$ cat config.mk
export PLATFORM = sky130hd
export DESIGN_NAME = mc_risc_core
export DESIGN_NICKNAME = d
export VERILOG_FILES = /design/src/rtl/mcr_pkg.sv /design/src/rtl/mcr_decode.sv /design/src/rtl/mcr_regfile.sv /design/src/rtl/mcr_alu.sv /design/src/rtl/mcr_control.sv /design/src/rtl/mc_risc_core.sv
export SDC_FILE = /design/constraint.sdc
export NUM_CORES = 2
export LEC_CHECK = 0
export BUFFER_PORTS_ARGS = -buffer_cell sky130_fd_sc_hd__buf_2
export CORE_MARGIN = 4
export CORE_UTILIZATION = 60
export DETAILED_ROUTE_END_ITERATION = 7
export PLACE_DENSITY_LB_ADDON = 0.15
export SETUP_SLACK_MARGIN = 0.05
export SLEW_MARGIN = 10
export SYNTH_ARGS = -nofsm -noshare
export SYNTH_HDL_FRONTEND = slang
export SYNTH_SLANG_ARGS = --single-unit
$ cat constraint.sdc
create_clock -name clk -period 17.1 [get_ports clk]
set_clock_uncertainty 0.15 [all_clocks]
set_input_delay 0 -clock clk [delete_from_list [all_inputs] [get_ports clk]]
set_output_delay 0 -clock clk [all_outputs]
set_load 0.02 [all_outputs]
$ cat src/rtl/mcr_pkg.sv
package mcr_pkg;

  localparam int INSN_W = 32;

  typedef enum logic [2:0] {
    ST_FETCH  = 3'd0,
    ST_DECODE = 3'd1,
    ST_EXEC   = 3'd2,
    ST_MEM    = 3'd3,
    ST_WB     = 3'd4
  } step_e;

  typedef enum logic [2:0] {
    CL_NOP, CL_RR, CL_RI, CL_LOAD, CL_STORE, CL_BRANCH
  } class_e;

  typedef enum logic [2:0] {
    ALU_ADD, ALU_SUB, ALU_AND, ALU_OR, ALU_XOR, ALU_SLT, ALU_SLL, ALU_SRL
  } alu_e;

  localparam logic [5:0] OPC_RR   = 6'h00;
  localparam logic [5:0] OPC_BEQZ = 6'h04;
  localparam logic [5:0] OPC_BNEZ = 6'h05;
  localparam logic [5:0] OPC_ADDI = 6'h08;
  localparam logic [5:0] OPC_ANDI = 6'h0C;
  localparam logic [5:0] OPC_ORI  = 6'h0D;
  localparam logic [5:0] OPC_XORI = 6'h0E;
  localparam logic [5:0] OPC_LW   = 6'h23;
  localparam logic [5:0] OPC_SW   = 6'h2B;

  localparam logic [10:0] FN_ADD = 11'h020;
  localparam logic [10:0] FN_SUB = 11'h022;
  localparam logic [10:0] FN_AND = 11'h024;
  localparam logic [10:0] FN_OR  = 11'h025;
  localparam logic [10:0] FN_XOR = 11'h026;
  localparam logic [10:0] FN_SLT = 11'h02A;
  localparam logic [10:0] FN_SLL = 11'h004;
  localparam logic [10:0] FN_SRL = 11'h006;

  typedef struct packed {
    class_e      cls;
    alu_e        op;
    logic        bnez;
    logic [4:0]  rs1;
    logic [4:0]  rs2;
    logic [4:0]  rd;
    logic [15:0] imm16;
  } dec_t;

endpackage

$ cat src/rtl/mcr_decode.sv
module mcr_decode
  import mcr_pkg::*;
(
  input  logic [INSN_W-1:0] iword,
  output dec_t              dec
);
  logic [5:0]  opc;
  logic [10:0] fn;

  assign opc = iword[31:26];
  assign fn  = iword[10:0];

  always_comb begin
    dec.rs1   = iword[25:21];
    dec.rs2   = iword[20:16];
    dec.rd    = iword[15:11];
    dec.imm16 = iword[15:0];
    dec.bnez  = 1'b0;
    dec.op    = ALU_ADD;
    dec.cls   = CL_NOP;
    case (opc)
      OPC_RR: begin
        dec.cls = CL_RR;
        case (fn)
          FN_ADD:  dec.op = ALU_ADD;
          FN_SUB:  dec.op = ALU_SUB;
          FN_AND:  dec.op = ALU_AND;
          FN_OR:   dec.op = ALU_OR;
          FN_XOR:  dec.op = ALU_XOR;
          FN_SLT:  dec.op = ALU_SLT;
          FN_SLL:  dec.op = ALU_SLL;
          FN_SRL:  dec.op = ALU_SRL;
          default: dec.cls = CL_NOP;
        endcase
      end
      OPC_ADDI: begin dec.cls = CL_RI; dec.op = ALU_ADD; end
      OPC_ANDI: begin dec.cls = CL_RI; dec.op = ALU_AND; end
      OPC_ORI:  begin dec.cls = CL_RI; dec.op = ALU_OR;  end
      OPC_XORI: begin dec.cls = CL_RI; dec.op = ALU_XOR; end
      OPC_LW:   dec.cls = CL_LOAD;
      OPC_SW:   dec.cls = CL_STORE;
      OPC_BEQZ: dec.cls = CL_BRANCH;
      OPC_BNEZ: begin dec.cls = CL_BRANCH; dec.bnez = 1'b1; end
      default:  dec.cls = CL_NOP;
    endcase
  end
endmodule

$ cat src/rtl/mcr_regfile.sv
module mcr_regfile #(
  parameter int DATA_W   = 32,
  parameter int NUM_REGS = 32,
  localparam int RA_W    = $clog2(NUM_REGS)
) (
  input  logic              clk,
  input  logic              rst_n,
  input  logic [RA_W-1:0]   ra1,
  input  logic [RA_W-1:0]   ra2,
  output logic [DATA_W-1:0] rd1,
  output logic [DATA_W-1:0] rd2,
  input  logic              we,
  input  logic [RA_W-1:0]   wa,
  input  logic [DATA_W-1:0] wd
);
  logic [DATA_W-1:0] regs [1:NUM_REGS-1];

  for (genvar g = 1; g < NUM_REGS; g++) begin : g_reg
    always_ff @(posedge clk) begin
      if (!rst_n)                          regs[g] <= '0;
      else if (we && (wa == RA_W'(g)))     regs[g] <= wd;
    end
  end

  assign rd1 = (ra1 == '0) ? '0 : regs[ra1];
  assign rd2 = (ra2 == '0) ? '0 : regs[ra2];
endmodule

$ cat src/rtl/mcr_alu.sv
module mcr_alu
  import mcr_pkg::*;
#(
  parameter int DATA_W  = 32,
  localparam int SH_W   = $clog2(DATA_W)
) (
  input  alu_e              op,
  input  logic [DATA_W-1:0] x,
  input  logic [DATA_W-1:0] y,
  output logic [DATA_W-1:0] res
);
  always_comb begin
    case (op)
      ALU_ADD: res = x + y;
      ALU_SUB: res = x - y;
      ALU_AND: res = x & y;
      ALU_OR:  res = x | y;
      ALU_XOR: res = x ^ y;
      ALU_SLT: res = {{(DATA_W-1){1'b0}}, ($signed(x) < $signed(y))};
      ALU_SLL: res = x << y[SH_W-1:0];
      ALU_SRL: res = x >> y[SH_W-1:0];
      default: res = '0;
    endcase
  end
endmodule

$ cat src/rtl/mcr_control.sv
module mcr_control
  import mcr_pkg::*;
(
  input  logic   clk,
  input  logic   rst_n,
  input  class_e cls,
  output step_e  step,
  output logic   retire
);
  logic needs_wb;
  assign needs_wb = (cls == CL_RR) || (cls == CL_RI) || (cls == CL_LOAD);

  always_ff @(posedge clk) begin
    if (!rst_n) step <= ST_FETCH;
    else begin
      case (step)
        ST_FETCH:  step <= ST_DECODE;
        ST_DECODE: step <= ST_EXEC;
        ST_EXEC:   step <= ST_MEM;
        ST_MEM:    step <= needs_wb ? ST_WB : ST_FETCH;
        default:   step <= ST_FETCH;
      endcase
    end
  end

  assign retire = (step == ST_WB) || ((step == ST_MEM) && !needs_wb);
endmodule

$ cat src/rtl/mc_risc_core.sv
module mc_risc_core
  import mcr_pkg::*;
#(
  parameter int DATA_W   = 32,
  parameter int NUM_REGS = 32,
  parameter logic [DATA_W-1:0] RESET_PC = '0
) (
  input  logic              clk,
  input  logic              rst_n,
  output logic [DATA_W-1:0] imem_addr,
  output logic              imem_en,
  input  logic [INSN_W-1:0] imem_rdata,
  output logic [DATA_W-1:0] dmem_addr,
  output logic              dmem_re,
  output logic              dmem_we,
  output logic [DATA_W-1:0] dmem_wdata,
  input  logic [DATA_W-1:0] dmem_rdata,
  output logic [2:0]        dbg_step,
  output logic              dbg_retire
);
  localparam int RA_W = $clog2(NUM_REGS);
  localparam logic [DATA_W-1:0] WORD_BYTES = DATA_W'(DATA_W / 8);

  step_e step;
  dec_t  dec;
  logic  [INSN_W-1:0] iword;

  logic [DATA_W-1:0] pc, npc, a_q, b_q, imm_q, alu_out, rf_rd1, rf_rd2;
  logic [DATA_W-1:0] imm_ext, alu_x, alu_y, alu_res, rf_wd;
  logic [INSN_W-1:0] ir;
  logic              cond_q, rf_we;
  logic [RA_W-1:0]   rf_wa;

  // The instruction word is decoded straight from the memory port while
  // decode runs, and from the instruction register in every later step.
  assign iword = (step == ST_DECODE) ? imem_rdata : ir;

  mcr_decode u_dec (.iword(iword), .dec(dec));

  mcr_control u_ctl (
    .clk(clk), .rst_n(rst_n), .cls(dec.cls), .step(step), .retire(dbg_retire)
  );

  mcr_regfile #(.DATA_W(DATA_W), .NUM_REGS(NUM_REGS)) u_rf (
    .clk(clk), .rst_n(rst_n),
    .ra1(dec.rs1[RA_W-1:0]), .ra2(dec.rs2[RA_W-1:0]),
    .rd1(rf_rd1), .rd2(rf_rd2),
    .we(rf_we), .wa(rf_wa), .wd(rf_wd)
  );

  assign imm_ext = {{(DATA_W-16){dec.imm16[15]}}, dec.imm16};
  assign alu_x   = (dec.cls == CL_BRANCH) ? npc : a_q;
  assign alu_y   = (dec.cls == CL_RR) ? b_q : imm_q;

  mcr_alu #(.DATA_W(DATA_W)) u_alu (
    .op(dec.op), .x(alu_x), .y(alu_y), .res(alu_res)
  );

  always_ff @(posedge clk) begin
    if (!rst_n) begin
      pc      <= RESET_PC;
      npc     <= RESET_PC;
      ir      <= '0;
      a_q     <= '0;
      b_q     <= '0;
      imm_q   <= '0;
      alu_out <= '0;
      cond_q  <= 1'b0;
    end else begin
      case (step)
        ST_FETCH: npc <= pc + WORD_BYTES;
        ST_DECODE: begin
          ir    <= imem_rdata;
          a_q   <= rf_rd1;
          b_q   <= rf_rd2;
          imm_q <= imm_ext;
        end
        ST_EXEC: begin
          alu_out <= alu_res;
          cond_q  <= (dec.cls == CL_BRANCH) && (dec.bnez ? (|a_q) : ~(|a_q));
        end
        ST_MEM: pc <= cond_q ? alu_out : npc;
        default: ;
      endcase
    end
  end

  assign imem_addr  = pc;
  assign imem_en    = (step == ST_FETCH);
  assign dmem_addr  = alu_out;
  assign dmem_wdata = b_q;
  assign dmem_we    = (step == ST_MEM) && (dec.cls == CL_STORE);
  assign dmem_re    = (step == ST_MEM) && (dec.cls == CL_LOAD);

  // The data port's output register holds the loaded word during write-back.
  assign rf_we = (step == ST_WB);
  assign rf_wa = (dec.cls == CL_RR) ? dec.rd[RA_W-1:0] : dec.rs2[RA_W-1:0];
  assign rf_wd = (dec.cls == CL_LOAD) ? dmem_rdata : alu_out;

  assign dbg_step = step;
endmodule

==> reports/results.tsv <==
metric	value	unit
die_area	123000	um2
syn-num-nets	8644	
synth-xor-area-share	0.00694	
drtIter0Drc	15600	
cts_resized	0	
start_util	0.606	
fmaxAchievable	0.123	GHz
violations	design-rule violations	
final_common_cell	nand2_1	
core.rowCount	125	
synth_mux_area_frac	0.0413	
finalSetupViolations	0	
die_h	351	um
die_x	351	um
ys.flop_type	edfxtp_1	
crit_type	register to register	
htreeDepth	4	
rsz0062_at_grt	false	
cts_root_buffer	clkbuf_16	
cpMostUsedCell	a21oi_1	
route.detailed.drc	2	
numCtsBuffers	130	
ys_warn_count	0	
filler_cell_count	9142	
synth_top_family_by_area	simple AND/OR/NAND/NOR gates	
crit_chain	nor3b_4, buf_4, nor4b_1, or2_2, o21a_4, mux2_2, buf_4, ha_1, inv_1, o221ai_1, a21oi_1, a21oi_1, o311ai_0, a41oi_1, o31ai_1, a21oi_1, o221a_2, mux2i_1, a31oi_1	
ys_async_sr_fraction	0	
vias_per_cell	7.26	
fin_nets	8434	
grt_first_pass_wirelength	455000	um
p_total	8.10	mW
synthCells	8478	
relSlewSlack	0.0420	
cts_tree	built	
grt_remaining_overflow	0	
track_usage	0.507	
ys_types	96	
place_congestion	1.08	
synth_seq_cells	1204	
core_region_area	117000	um2
start_kind	register	
cp_slowest_cell	nor4b_1	
first_pass_iters	8	
synth_edf_count	992	
clk_pin_slew	0.06	ns
synth_compound_area_frac	0.124	
layout_common_cells	2211 x nand2_1, 1246 x nor2_1, 992 x edfxtp_1	
power_density	104	nW/um2
fin_crit	8.16	ns
syn_area	70700	um2
crit_fanout	53	
seq_area_frac_synth	0.481	
syn_avg_cell_area	8.34	um2
fin_crit_sh	0.477	
hold_buffers	68	
grt_max_degree	154	
slowest_delay	0.79	ns
cp.required	17.57	ns
clock_sinks	1204	
cap_violations	0	
irDropWorstVdd	0.000103	V
finalWirelength	322000	um
outcome	finished, violations left	
antenna_found_initial	26	
io_pins	169	
min_path_type	input port to register	
synth_adder_area_share	0.0179	
p_leak	27.8	nW
arrival	8.63	ns
clkLatencyLatePin	0.78	ns
cts_max_path_buffers	3	
post_drt_wl_per_cell	32.5	um
syn_to_final_growth	10.7	%
io_buffers	168	
first_global_vias	66700	
end_kind	register	
detail-route-antenna-nets	0	
tns	0	ns
hold_violations	0	
tightestPinTransition	1.43	ns
hpwl	197000	um
synthSimpleGateAreaFrac	0.279	
vias	72000	
cts_setup_buffers	0	
drv_slew	0	
drive_gt1_frac	0.0908	
[kinds of logic (layout without fill, tap and decap cells)]
| logic type | count (synthesis) | after routing |
|---|---|---|
| other | 0 | 15 |
| buffers and inverters | 880 | 774 |
| muxes | 282 | 282 |
| xor gates and xnor gates | 56 | 56 |
| AOI/OAI and AO/OA | 1233 | 1233 |
| DFF | 1204 | 1204 |
| and+or+nand+nor | 4723 | 4723 |
| adders and majority gates | 100 | 100 |
[worst max-delay path: cells and delay by family, from the launching register on]
| family | cells | cell delay [ns] |
|---|---|---|
| AOI/OAI and AO/OA | 10 | 4.09 |
| adders and majority gates | 1 | 0.42 |
| buffers and inverters | 3 | 1.10 |
| DFF | 1 | 0.54 |
| muxes | 2 | 0.47 |
| and+or+nand+nor | 3 | 1.15 |
[through the flow]
| step | std cells | area, um2 | util | setup slack [ns] | hold slack (ns) |
|---|---|---|---|---|---|
| floorplan | 8478 | 70700 | - | 10.92 | -0.0140 |
| global placement | 9592 | 73300 | 0.628 | 9.44 | 0.183 |
| detailed placement | 9592 | 73300 | 0.628 | 9.29 | 0.193 |
| CTS | 9896 | 78200 | 0.671 | 9.23 | 0.0117 |
| global route | 9898 | 78200 | 0.671 | 8.73 | 0.0553 |
| finish | 9911 | 78300 | 0.671 | 8.94 | 0.0677 |
[synth_stat cells (27+ instances only)]
master    instances  share of area
mux2i_1         243          0.034
inv_1            95         0.0050
a21oi_1         212          0.015
o221ai_1         32         0.0040
buf_2            30         0.0021
nand3_1         961          0.068
o21ai_0         220          0.016
buf_1            68         0.0036
mux2_2           32         0.0051
xor2_1           29         0.0036
edfxtp_1        992           0.42
ha_1             98          0.017
nand2_1        2220           0.12
nor3_1           34         0.0024
xnor2_1          27         0.0033
a211oi_1         83         0.0088
clkbuf_1        661          0.035
a311oi_1        389          0.048
and3_1          145          0.013
o211ai_1         78         0.0083
nor2_1         1247          0.066
dfxtp_1         212          0.060
[final cells by class]
class | count | area (um2) | share of cell area
multi-input cells | 6394 | 34400 | 0.440
well taps | 1524 | 1910 | 0.0244
clock inverters | 59 | 634 | 0.00810
inverters | 100 | 385 | 0.00492
flip-flops and latches | 1204 | 34000 | 0.435
repair buffers | 438 | 3230 | 0.0412
clock buffers | 177 | 3640 | 0.0466
diodes | 15 | 37.5 | 0.000480
[report_power, final]
group | total, mW | internal [mW] | switching, mW | leakage (nW)
Clock | 2.87 | 1.62 | 1.26 | 2.08
Sequential | 3.41 | 3.28 | 0.129 | 12.0
Combinational | 1.82 | 0.465 | 1.35 | 13.7
[flip-flops by register name (all words and copies together), names as in the netlist]
signal,count
u_ctl.step,3
imem_addr,32
npc,32
dmem_wdata,32
u_rf.regs,992
dmem_addr,32
cond_q,1
imm_q,16
ir,32
a_q,32
[final timing paths]
path,startpoint,end,slack (ns),cells after the start
worst max-delay path,u_ctl.step[1],dmem_addr[31],8.94,19
worst min-delay path,imem_rdata[2],ir[2],0.07,4
worst max register to register,u_ctl.step[1],dmem_addr[31],8.94,19
worst min register to register,ir[10],ir[10],0.31,2
[per-layer routing]
layer | track usage | part of all wire | vias to the layer above
met5 | 0 | 0.00060 | -
met4 | 0.385 | 0.098 | 26
met3 | 0.192 | 0.17 | 1856
met2 | 0.716 | 0.41 | 7329
met1 | 0.630 | 0.32 | 33300
li1 | - | - | 29500
(Power assumes the default switching activity.)
